$ cat src/rtl/trig_pkg.sv
package trig_pkg;

    typedef enum logic [1:0] {
        MODE_CMP   = 2'b00,
        MODE_LEVEL = 2'b01,
        MODE_SUM   = 2'b10,
        MODE_OFF   = 2'b11
    } trig_mode_e;

    typedef enum logic [1:0] {
        WIN_SHORT = 2'b00,
        WIN_MID   = 2'b01,
        WIN_LONG  = 2'b10,
        WIN_RSVD  = 2'b11
    } win_code_e;

    typedef enum logic {
        WS_FILL  = 1'b0,
        WS_ARMED = 1'b1
    } win_state_e;

endpackage

$ cat src/rtl/trig_cfg_regs.sv
module trig_cfg_regs
    import trig_pkg::*;
#(
    parameter int NCH   = 3,
    parameter int THR_W = 13,
    parameter int AW    = 2,
    parameter int DW    = THR_W + 4
) (
    input  logic                        clk,
    input  logic                        rst_n,
    input  logic                        we,
    input  logic [AW-1:0]               addr,
    input  logic [DW-1:0]               wdata,
    output trig_mode_e [NCH-1:0]        mode_o,
    output win_code_e  [NCH-1:0]        win_o,
    output logic [NCH-1:0][THR_W-1:0]   thr_o,
    output logic [NCH-1:0]              clr_o
);

    trig_mode_e               new_mode;
    win_code_e                new_win;
    logic [THR_W-1:0]         new_thr;

    assign new_mode = trig_mode_e'(wdata[1:0]);
    assign new_win  = win_code_e'(wdata[3:2]);
    assign new_thr  = wdata[DW-1:4];

    for (genvar c = 0; c < NCH; c++) begin : g_reg
        logic hit;
        assign hit = we && (addr == AW'(c));

        always_ff @(posedge clk or negedge rst_n) begin
            if (!rst_n) begin
                mode_o[c] <= MODE_OFF;
                win_o[c]  <= WIN_SHORT;
                thr_o[c]  <= '1;
            end else if (hit) begin
                mode_o[c] <= new_mode;
                win_o[c]  <= new_win;
                thr_o[c]  <= new_thr;
            end
        end

        // a changed window length restarts the window in the same edge
        assign clr_o[c] = hit && (new_win != win_o[c]);
    end

endmodule

$ cat src/rtl/trig_window_sum.sv
module trig_window_sum
    import trig_pkg::*;
#(
    parameter int SW    = 8,
    parameter int MAXW  = 32,
    parameter int ACC_W = SW + $clog2(MAXW)
) (
    input  logic             clk,
    input  logic             rst_n,
    input  logic             clr,
    input  logic             vld,
    input  logic [SW-1:0]    smp,
    input  win_code_e        win,
    output logic [ACC_W-1:0] sum_o,
    output logic             armed_o
);

    localparam int IDX_W = $clog2(MAXW);
    localparam int CNT_W = $clog2(MAXW + 1);

    logic [SW-1:0]    hist_q [MAXW];
    logic [CNT_W-1:0] cnt_q;
    logic [CNT_W-1:0] len;
    logic [IDX_W-1:0] tail_idx;
    logic [SW-1:0]    leaving;
    win_state_e       state_q, state_d;
    logic             fill_done;
    logic             win_reset;

    function automatic logic [CNT_W-1:0] win_len(input win_code_e code);
        case (code)
            WIN_SHORT: win_len = CNT_W'(MAXW / 4);
            WIN_MID:   win_len = CNT_W'(MAXW / 2);
            default:   win_len = CNT_W'(MAXW);
        endcase
    endfunction

    assign len       = win_len(win);
    assign tail_idx  = IDX_W'(len - CNT_W'(1));
    assign leaving   = hist_q[tail_idx];
    assign win_reset = clr;
    assign fill_done = vld && (cnt_q == len - CNT_W'(1));

    // state register
    always_ff @(posedge clk or negedge rst_n) begin
        if (!rst_n) state_q <= WS_FILL;
        else        state_q <= state_d;
    end

    // next state
    always_comb begin
        state_d = state_q;
        unique case (state_q)
            WS_FILL:  if (win_reset)      state_d = WS_FILL;
                      else if (fill_done) state_d = WS_ARMED;
            WS_ARMED: if (win_reset)      state_d = WS_FILL;
        endcase
    end

    // outputs
    always_comb begin
        armed_o = 1'b0;
        unique case (state_q)
            WS_FILL:  armed_o = 1'b0;
            WS_ARMED: armed_o = 1'b1;
        endcase
    end

    // fill counter, only advances while filling
    always_ff @(posedge clk or negedge rst_n) begin
        if (!rst_n)                         cnt_q <= '0;
        else if (win_reset)                 cnt_q <= '0;
        else if (vld && state_q == WS_FILL) cnt_q <= cnt_q + CNT_W'(1);
    end

    // incremental running sum
    always_ff @(posedge clk or negedge rst_n) begin
        if (!rst_n)         sum_o <= '0;
        else if (win_reset) sum_o <= '0;
        else if (vld)       sum_o <= sum_o + ACC_W'(smp) - ACC_W'(leaving);
    end

    // history shift register, index 0 newest
    for (genvar i = 0; i < MAXW; i++) begin : g_hist
        always_ff @(posedge clk or negedge rst_n) begin
            if (!rst_n)         hist_q[i] <= '0;
            else if (win_reset) hist_q[i] <= '0;
            else if (vld)       hist_q[i] <= (i == 0) ? smp : hist_q[(i == 0) ? 0 : i - 1];
        end
    end

endmodule

$ cat src/rtl/trig_channel.sv
module trig_channel
    import trig_pkg::*;
#(
    parameter int SW    = 8,
    parameter int ACC_W = 13,
    parameter int THR_W = ACC_W
) (
    input  logic             clk,
    input  logic             rst_n,
    input  trig_mode_e       mode,
    input  logic [THR_W-1:0] thr,
    input  logic             vld,
    input  logic [SW-1:0]    smp,
    input  logic             cmp,
    input  logic [ACC_W-1:0] sum,
    input  logic             armed,
    output logic             trig_o
);

    logic hit;

    always_comb begin
        hit = 1'b0;
        unique case (mode)
            MODE_CMP:   hit = cmp;
            MODE_LEVEL: hit = vld && (THR_W'(smp) > thr);
            MODE_SUM:   hit = armed && (THR_W'(sum) > thr);
            MODE_OFF:   hit = 1'b0;
        endcase
    end

    always_ff @(posedge clk or negedge rst_n) begin
        if (!rst_n) trig_o <= 1'b0;
        else        trig_o <= hit;
    end

endmodule

$ cat src/rtl/trig_multi_chan.sv
module trig_multi_chan
    import trig_pkg::*;
#(
    parameter int  NCH   = 3,
    parameter int  SW    = 8,
    parameter int  MAXW  = 32,
    localparam int ACC_W = SW + $clog2(MAXW),
    localparam int THR_W = ACC_W,
    localparam int AW    = (NCH > 1) ? $clog2(NCH) : 1,
    localparam int DW    = THR_W + 4
) (
    input  logic              clk,
    input  logic              rst_n,
    input  logic              smp_vld,
    input  logic [NCH*SW-1:0] smp_i,
    input  logic [NCH-1:0]    cmp_i,
    input  logic              cfg_we,
    input  logic [AW-1:0]     cfg_addr,
    input  logic [DW-1:0]     cfg_wdata,
    output logic [NCH-1:0]    trig_o
);

    trig_mode_e [NCH-1:0]      mode_w;
    win_code_e  [NCH-1:0]      win_w;
    logic [NCH-1:0][THR_W-1:0] thr_w;
    logic [NCH-1:0][ACC_W-1:0] sum_w;
    logic [NCH-1:0]            armed_w;
    logic [NCH-1:0]            clr_w;

    trig_cfg_regs #(
        .NCH(NCH), .THR_W(THR_W), .AW(AW), .DW(DW)
    ) u_cfg (
        .clk(clk), .rst_n(rst_n), .we(cfg_we), .addr(cfg_addr), .wdata(cfg_wdata),
        .mode_o(mode_w), .win_o(win_w), .thr_o(thr_w), .clr_o(clr_w)
    );

    for (genvar c = 0; c < NCH; c++) begin : g_ch
        trig_window_sum #(
            .SW(SW), .MAXW(MAXW), .ACC_W(ACC_W)
        ) u_win (
            .clk(clk), .rst_n(rst_n), .clr(clr_w[c]), .vld(smp_vld),
            .smp(smp_i[c*SW +: SW]), .win(win_w[c]),
            .sum_o(sum_w[c]), .armed_o(armed_w[c])
        );

        trig_channel #(
            .SW(SW), .ACC_W(ACC_W), .THR_W(THR_W)
        ) u_trig (
            .clk(clk), .rst_n(rst_n), .mode(mode_w[c]), .thr(thr_w[c]),
            .vld(smp_vld), .smp(smp_i[c*SW +: SW]), .cmp(cmp_i[c]),
            .sum(sum_w[c]), .armed(armed_w[c]), .trig_o(trig_o[c])
        );
    end

endmodule

$ cat config.mk
export PLATFORM = sky130hd
export DESIGN_NAME = trig_multi_chan
export DESIGN_NICKNAME = d
export VERILOG_FILES = /design/src/rtl/trig_pkg.sv /design/src/rtl/trig_cfg_regs.sv /design/src/rtl/trig_window_sum.sv /design/src/rtl/trig_channel.sv /design/src/rtl/trig_multi_chan.sv
export SDC_FILE = /design/constraint.sdc
export NUM_CORES = 1
export LEC_CHECK = 0
export BUFFER_PORTS_ARGS = -buffer_cell sky130_fd_sc_hd__buf_2
export CORE_MARGIN = 2
export CORE_UTILIZATION = 40
export DETAILED_ROUTE_END_ITERATION = 16
export GPL_ROUTABILITY_DRIVEN = 0
export HOLD_SLACK_MARGIN = 0.1
export PLACE_DENSITY = 0.61
export SYNTH_ARGS = -nofsm -noshare
export SYNTH_HDL_FRONTEND = slang
export SYNTH_HIERARCHICAL = 1
export SYNTH_SLANG_ARGS = --single-unit
$ cat constraint.sdc
create_clock -name clk -period 4.8 [get_ports clk]
set_clock_uncertainty 0.1 [all_clocks]
set_input_delay 0.96 -clock clk [delete_from_list [all_inputs] [get_ports clk]]
set_output_delay 0.96 -clock clk [all_outputs]
set_load 0.02 [all_outputs]
### Yosys cells after proc, flatten, opt, wreduce, memory -nomap -nowiden

Cells that the tools add are included.
W data, S select, Z words.

* flip-flop bits (word level): 882
* logic and storage cells: 429

* add/subtract/negate cells: 12
* order comparisons: 9
* equality and inequality tests: 20
* mux-type cells: 234
* bitwise gates (word level): 6
* reductions and logical operators: 31

Operators with widths (number)
* $mux W8: 198
* $bmux W8 S5: 3
* $mux W13: 6
* $add A13 B8 Y13: 3
* $gt A13 B13 Y1: 3
* $gt A8 B13 Y1: 3
* $sub A13 B8 Y13: 3
* $mux W6: 6
* $pmux W6 S2: 3
* $add A6 B1 Y6 const B: 3
* $eq A6 B6 Y1: 3
* $ge A6 B6 Y1 const B: 3
* $logic_and A1 B1 Y1: 18
* $not A5 Y6: 3
* $sub A6 B1 Y6 const B: 3
* $eq A2 B1 Y1 const B: 7
* $eq A2 B2 Y1 const B: 7
* $logic_not A2 Y1: 7
* $pmux W1 S2: 6
* $pmux W1 S4: 3
* $reduce_bool A2 Y1: 6
* $mux W1: 9
* $ne A2 B2 Y1: 3
* $not A1 Y1: 3

### Depth between registers and ports, before layout

* depth in word-level cells: 10
* gate-level depth with buffers: 16
* mapped depth without buffers: 15

### By module

The synthesis kept the hierarchy.

By module, submodules not included
* trig_window_sum (g_ch[1].u_win ...): instances 2, cells each 1022, area an instance 12056.6 µm², seq. area each 6906.6 µm²
* trig_window_sum (g_ch[0].u_win): instances 1, cells each 1010, area an instance 12015.3 µm², seq. area each 6906.6 µm²
* trig_cfg_regs: instances 1, cells each 120, area an instance 2120.8 µm², seq. area each 1332.5 µm²
* trig_channel: instances 3, cells each 72, area an instance 575.6 µm², seq. area each 25.0 µm²

### Least setup slack after synthesis

OpenSTA, ideal clock, no wires.

* kind: flip-flop to flip-flop
* start: register u_cfg/win_o[2] (netlist name)
* end: register g_ch[1].u_win.sum_o[12]
* arrival time: 4224 ps
* required time: 4572 ps
* setup slack: 349 ps
* cell stages (with the launch flop): 16
* path buffers: 1
* path through: dfrtp_1 nor2_2 inv_1 ha_1 clkbuf_1 mux4_2 ha_1 inv_1 ha_1 fa_1 a21oi_1 nand4b_1 a211oi_2 a221oi_2 mux2i_1 mux2_1

* longest elaborated chain between the ends: 10

Ends and longest elaborated chain
* start: declaration: line trig_cfg_regs.sv:15 `output win_code_e [NCH-1:0] win_o,`
* start signal: indexed assignment: line trig_cfg_regs.sv:39 `win_o[c] <= new_win;`
* $eq A2 B1 Y1 / $logic_not A2 Y1 (equally long branches): line trig_window_sum.sv:31 `case (code)`
* $pmux W6 S2: line trig_window_sum.sv:31
* $sub A6 B1 Y6
* $not A5 Y6 (implied by the code): line trig_window_sum.sv:40 `assign leaving = hist_q[tail_idx];`
* $bmux W8 S5: line trig_window_sum.sv:40
* $mux W8 (implied by the code) (2 in series): line trig_window_sum.sv:40
* $sub A13 B8 Y13: line trig_window_sum.sv:80 `else if (vld) sum_o <= sum_o + ACC_W'(smp) - ACC_W'(leaving);`
* $mux W13: line trig_window_sum.sv:80
* $mux W13: line trig_window_sum.sv:79 `else if (win_reset) sum_o <= '0;`
* end signal: assignment: line trig_window_sum.sv:80
* end: declaration: line trig_window_sum.sv:14 `output logic [ACC_W-1:0] sum_o,`

Several ways; a longest one is shown, not always the timed one. The select of a mux whose other input is x is not followed.
A chain may end at the register's enable or synchronous reset.

### Worst setup path after layout

* start: register u_cfg/win_o[1] (netlist name)
* end: register g_ch[0].u_win.sum_o[12]

* longest elaborated chain between the ends: 10

Ends and longest elaborated chain (line)
* $eq A2 B1 Y1 / $logic_not A2 Y1 (equally long branches): trig_window_sum.sv:31
* $pmux W6 S2: trig_window_sum.sv:31
* $sub A6 B1 Y6
* $not A5 Y6 (implied by the code): trig_window_sum.sv:40
* $bmux W8 S5: trig_window_sum.sv:40
* $mux W8 (implied by the code) (2 in series): trig_window_sum.sv:40
* $sub A13 B8 Y13: trig_window_sum.sv:80
* $mux W13: trig_window_sum.sv:80
* $mux W13: trig_window_sum.sv:79
* end signal: assignment: trig_window_sum.sv:80
* end: declaration: trig_window_sum.sv:14

Several ways; a longest one is shown, not always the timed one. The select of a mux whose other input is x is not followed.

==> impl_metrics.toml <==
[status]
outcome = "completed"

[synthesis]
synthArstFlopShare_pct = 100
yosys-top-cells-area = "dfrtp_1 52%, mux2i_1 20%, nor2_1 7.9%, ha_1 3.4%, dfstp_2 3.0%"
ys_types = 67
synth-main-ff-cell = "dfrtp_1"
syn_inst = 3390
synth_edf_count = 0
yosysWarnings = 6
synthDominantAreaCellType = "dfrtp_1"
synth.most_common_cell = "nor2_1"
ys_top_cells_by_count = "846 x nor2_1, 837 x dfrtp_1, 791 x mux2i_1"
syn_avg_cell_area_sq_um = 11.8
netlist.area_leader.share_pct = 52.4
synthesis.area_sq_mm = 0.0400
yosysSeqAreaShare_pct = 55.4
syn-num-nets = 3572
synth_seq_cells = 882

[global_routing]
grt_pass1_wl_um = 127000
use_met2_pct = 22.0
grtUsageMet1_pct = 22.4
grt_busiest_layer = "met1"
grt_start_max_net_pins = 178
grtUsageTotal_pct = 15.0
antenna_found_initial = 5
grt_pass1_vias = 23500
grt-ovfl-total = 0
use_met3_pct = 2.65

[sta]
setup-violations-final = 0
max_freq_ghz = 0.234
setup_tns_ns = 0
final_hold_viol_count = 0
final_max_slew_viol_count = 0
worstMarginPinSlew_ns = 1.06
slew_headroom_pct = 29.2
period_share_pct = 89.0
post-route-min-period_ns = 4.27
rsz0062_at_grt = "false"

[place]
dp_hpwl_um = 46900
place_area_sq_mm = 0.0416
placedCellCount = 4577
port_buffers = 52

[critical_path]
crit_path_start_kind = "register"
crit_path_frequent_cell = "ha_1"
critPathCaptureType = "register"
crit_type = "reg2reg"
worstRegToRegCells = 12
cp.arrival_ns = 4.71
reg2reg_slack_ns = 0.53
critical-path-max-stage-delay_ns = 0.59
cp_slowest_cell = "ha_1"
cp_cell_sequence = "nand2b_1 -> ha_1 -> mux4_2 -> inv_1 -> fa_1 -> ha_1 -> nor2b_1 -> o2111ai_1 -> a21oi_2 -> a221oi_2 -> mux2i_1 -> mux2_1"
cp.required_ns = 5.24
r2r_end = "g_ch[0].u_win/sum_o[12]$_DFFE_PN0P_"
r2r_start = "u_cfg/win_o[1]$_DFFE_PN0P_"
cp_max_fo = 8

[die]
rows = 115
die_area_sq_mm = 0.102
die_w_um = 320
core_area_sq_mm = 0.0987
dieHeight_um = 320
io_pins = 53
start_util_pct = 40.5

[worst_hold_path]
hold-path-endpoint = "g_ch[0].u_win/hist_q[134]$_DFFE_PN0P_"
hold_depth = 2
min_path_type = "reg2reg"
hold_start = "g_ch[0].u_win/hist_q[142]$_DFFE_PN0P_"

[routing]
antenna_left = 0
via_per_inst = 4.93
wirelength_um = 74800
wire_per_inst_um = 15.7
first_pass_iters = 5
num_vias = 23400
drc = 0
drt_iter0_drc = 1628

[power]
ir_drop_mv = 0.277
power_mw = 21.6
p_leak_nw = 23.6
p_per_area_mw_per_mm2 = 482

[finish]
drive_gt1_share_pct = 11.7
n_antenna_cell = 0
nFillCells = 9049
syn2layout_area_growth_pct = 12.2
seq_area_sq_mm = 0.0221
fin_util_pct = 45.4
stdcell_count = 4756
nets = 3571
multi_input_area_sq_mm = 0.0167
final_area_sq_mm = 0.0449

[clocking]
cts_root_buf = "clkbuf_16"
clk-insertion-delay-late_ns = 0.66
numCtsBuffers = 96
clkSinkCount = 882
cts.clk_slew.worst_paths_ns = 0.06
htreeDepth = 3
clk_path_buf_depth = 3
cts_tree = "done"

[flow_run]
maxCapViolations = 0
worst max path at each step:
stage	from	slack [ns]	to	depth (start not counted)
after floorplan	u_cfg/win_o[2]$_DFFE_PN0P_	0.35	g_ch[1].u_win/sum_o[12]$_DFFE_PN0P_	15
after global placement	u_cfg/win_o[1]$_DFFE_PN0P_	0.58	g_ch[0].u_win/sum_o[12]$_DFFE_PN0P_	13
after detailed placement	u_cfg/win_o[1]$_DFFE_PN0P_	0.48	g_ch[0].u_win/sum_o[12]$_DFFE_PN0P_	12
after CTS	u_cfg/win_o[1]$_DFFE_PN0P_	0.48	g_ch[0].u_win/sum_o[12]$_DFFE_PN0P_	12
after global routing	u_cfg/win_o[1]$_DFFE_PN0P_	0.20	g_ch[0].u_win/sum_o[12]$_DFFE_PN0P_	14
final	u_cfg/win_o[1]$_DFFE_PN0P_	0.53	g_ch[0].u_win/sum_o[12]$_DFFE_PN0P_	12
kinds of logic (layout without fill, tap and decap cells):
family / count (synthesis) / count (layout) / synth area share [%]
adders and majority gates: 132 / 132 / 4.58
muxes: 869 / 869 / 22.8
and+or+nand+nor: 1014 / 1014 / 10.4
DFF: 882 / 882 / 55.4
xor gates and xnor gates: 46 / 46 / 1.01
AOI/OAI and AO/OA: 155 / 155 / 2.87
buffers and inverters: 292 / 371 / 3.06
metrics by stage:
step | hold slack, ns | worst slack, ns
global route | 0.405 | 0.202
CTS | 0.371 | 0.477
detailed placement | 0.406 | 0.478
floorplan | 0.381 | 0.349
global placement | 0.396 | 0.580
finish | 0.411 | 0.529
layout make-up:
type	instances	share of cell area [%]
timing repair buffer	95	1.82
tap	1287	3.59
clock inverter	34	0.987
sequential	882	49.3
multi-input combinational	2216	37.1
clock buffer	144	6.31
inverter	98	0.820
critical path: cells and delay by family (launching register included):
kind	cells	cell delay, ns
compound gates	3	0.70
fa+ha+maj	3	1.36
buf+inv	1	0.08
flops	1	0.44
mux	3	1.13
simple gates	2	0.34
state kept, by name, summed over array words and instances, names as in the netlist:
register,flops
u_cfg/thr_o,39
g_ch.u_win/sum_o,39
g_ch.u_trig/trig_o,3
u_cfg/win_o,6
g_ch.u_win/hist_q,768
g_ch.u_win/cnt_q,18
u_cfg/mode_o,6
g_ch.u_win/state_q,3
layout by cell type (no fill, tap or decap), types with 24 or more instances in the layout:
cell       netlist  final
nor2_1         846    846
a21oi_1         47     45
buf_4            2     25
clkbuf_16        0     96
dfrtp_1        837    837
mux4_2          24     24
ha_1           108    108
mux2_2          42     42
mux2i_1        791    791
clkbuf_8         0     25
nand2_1         53     53
buf_2           77     50
inv_1           98     98
fa_1            24     24
dfstp_2         45     45
power breakdown:
part | switching [mW] | total [mW] | internal, mW
combinational | 2.64 | 4.83 | 2.19
clock | 3.01 | 7.53 | 4.52
sequential | 0.767 | 9.26 | 8.50
total | 6.42 | 21.6 | 15.2
what timing repair did:
| item | in CTS | in global routing |
|---|---|---|
| hold buffers | 1 | 0 |
| hold endpoints to repair | 34 | 0 |
| gates resized for setup | 0 | 0 |
| buffers inserted | 0 | 0 |
layer usage:
layer	vias up	wire length (um)
met3	114	2700
met4	6	1670
li1	11500	-
met2	266	32500
met1	11500	37900
met5	-	41
Note: power is estimated with default switching activity, not from simulation.
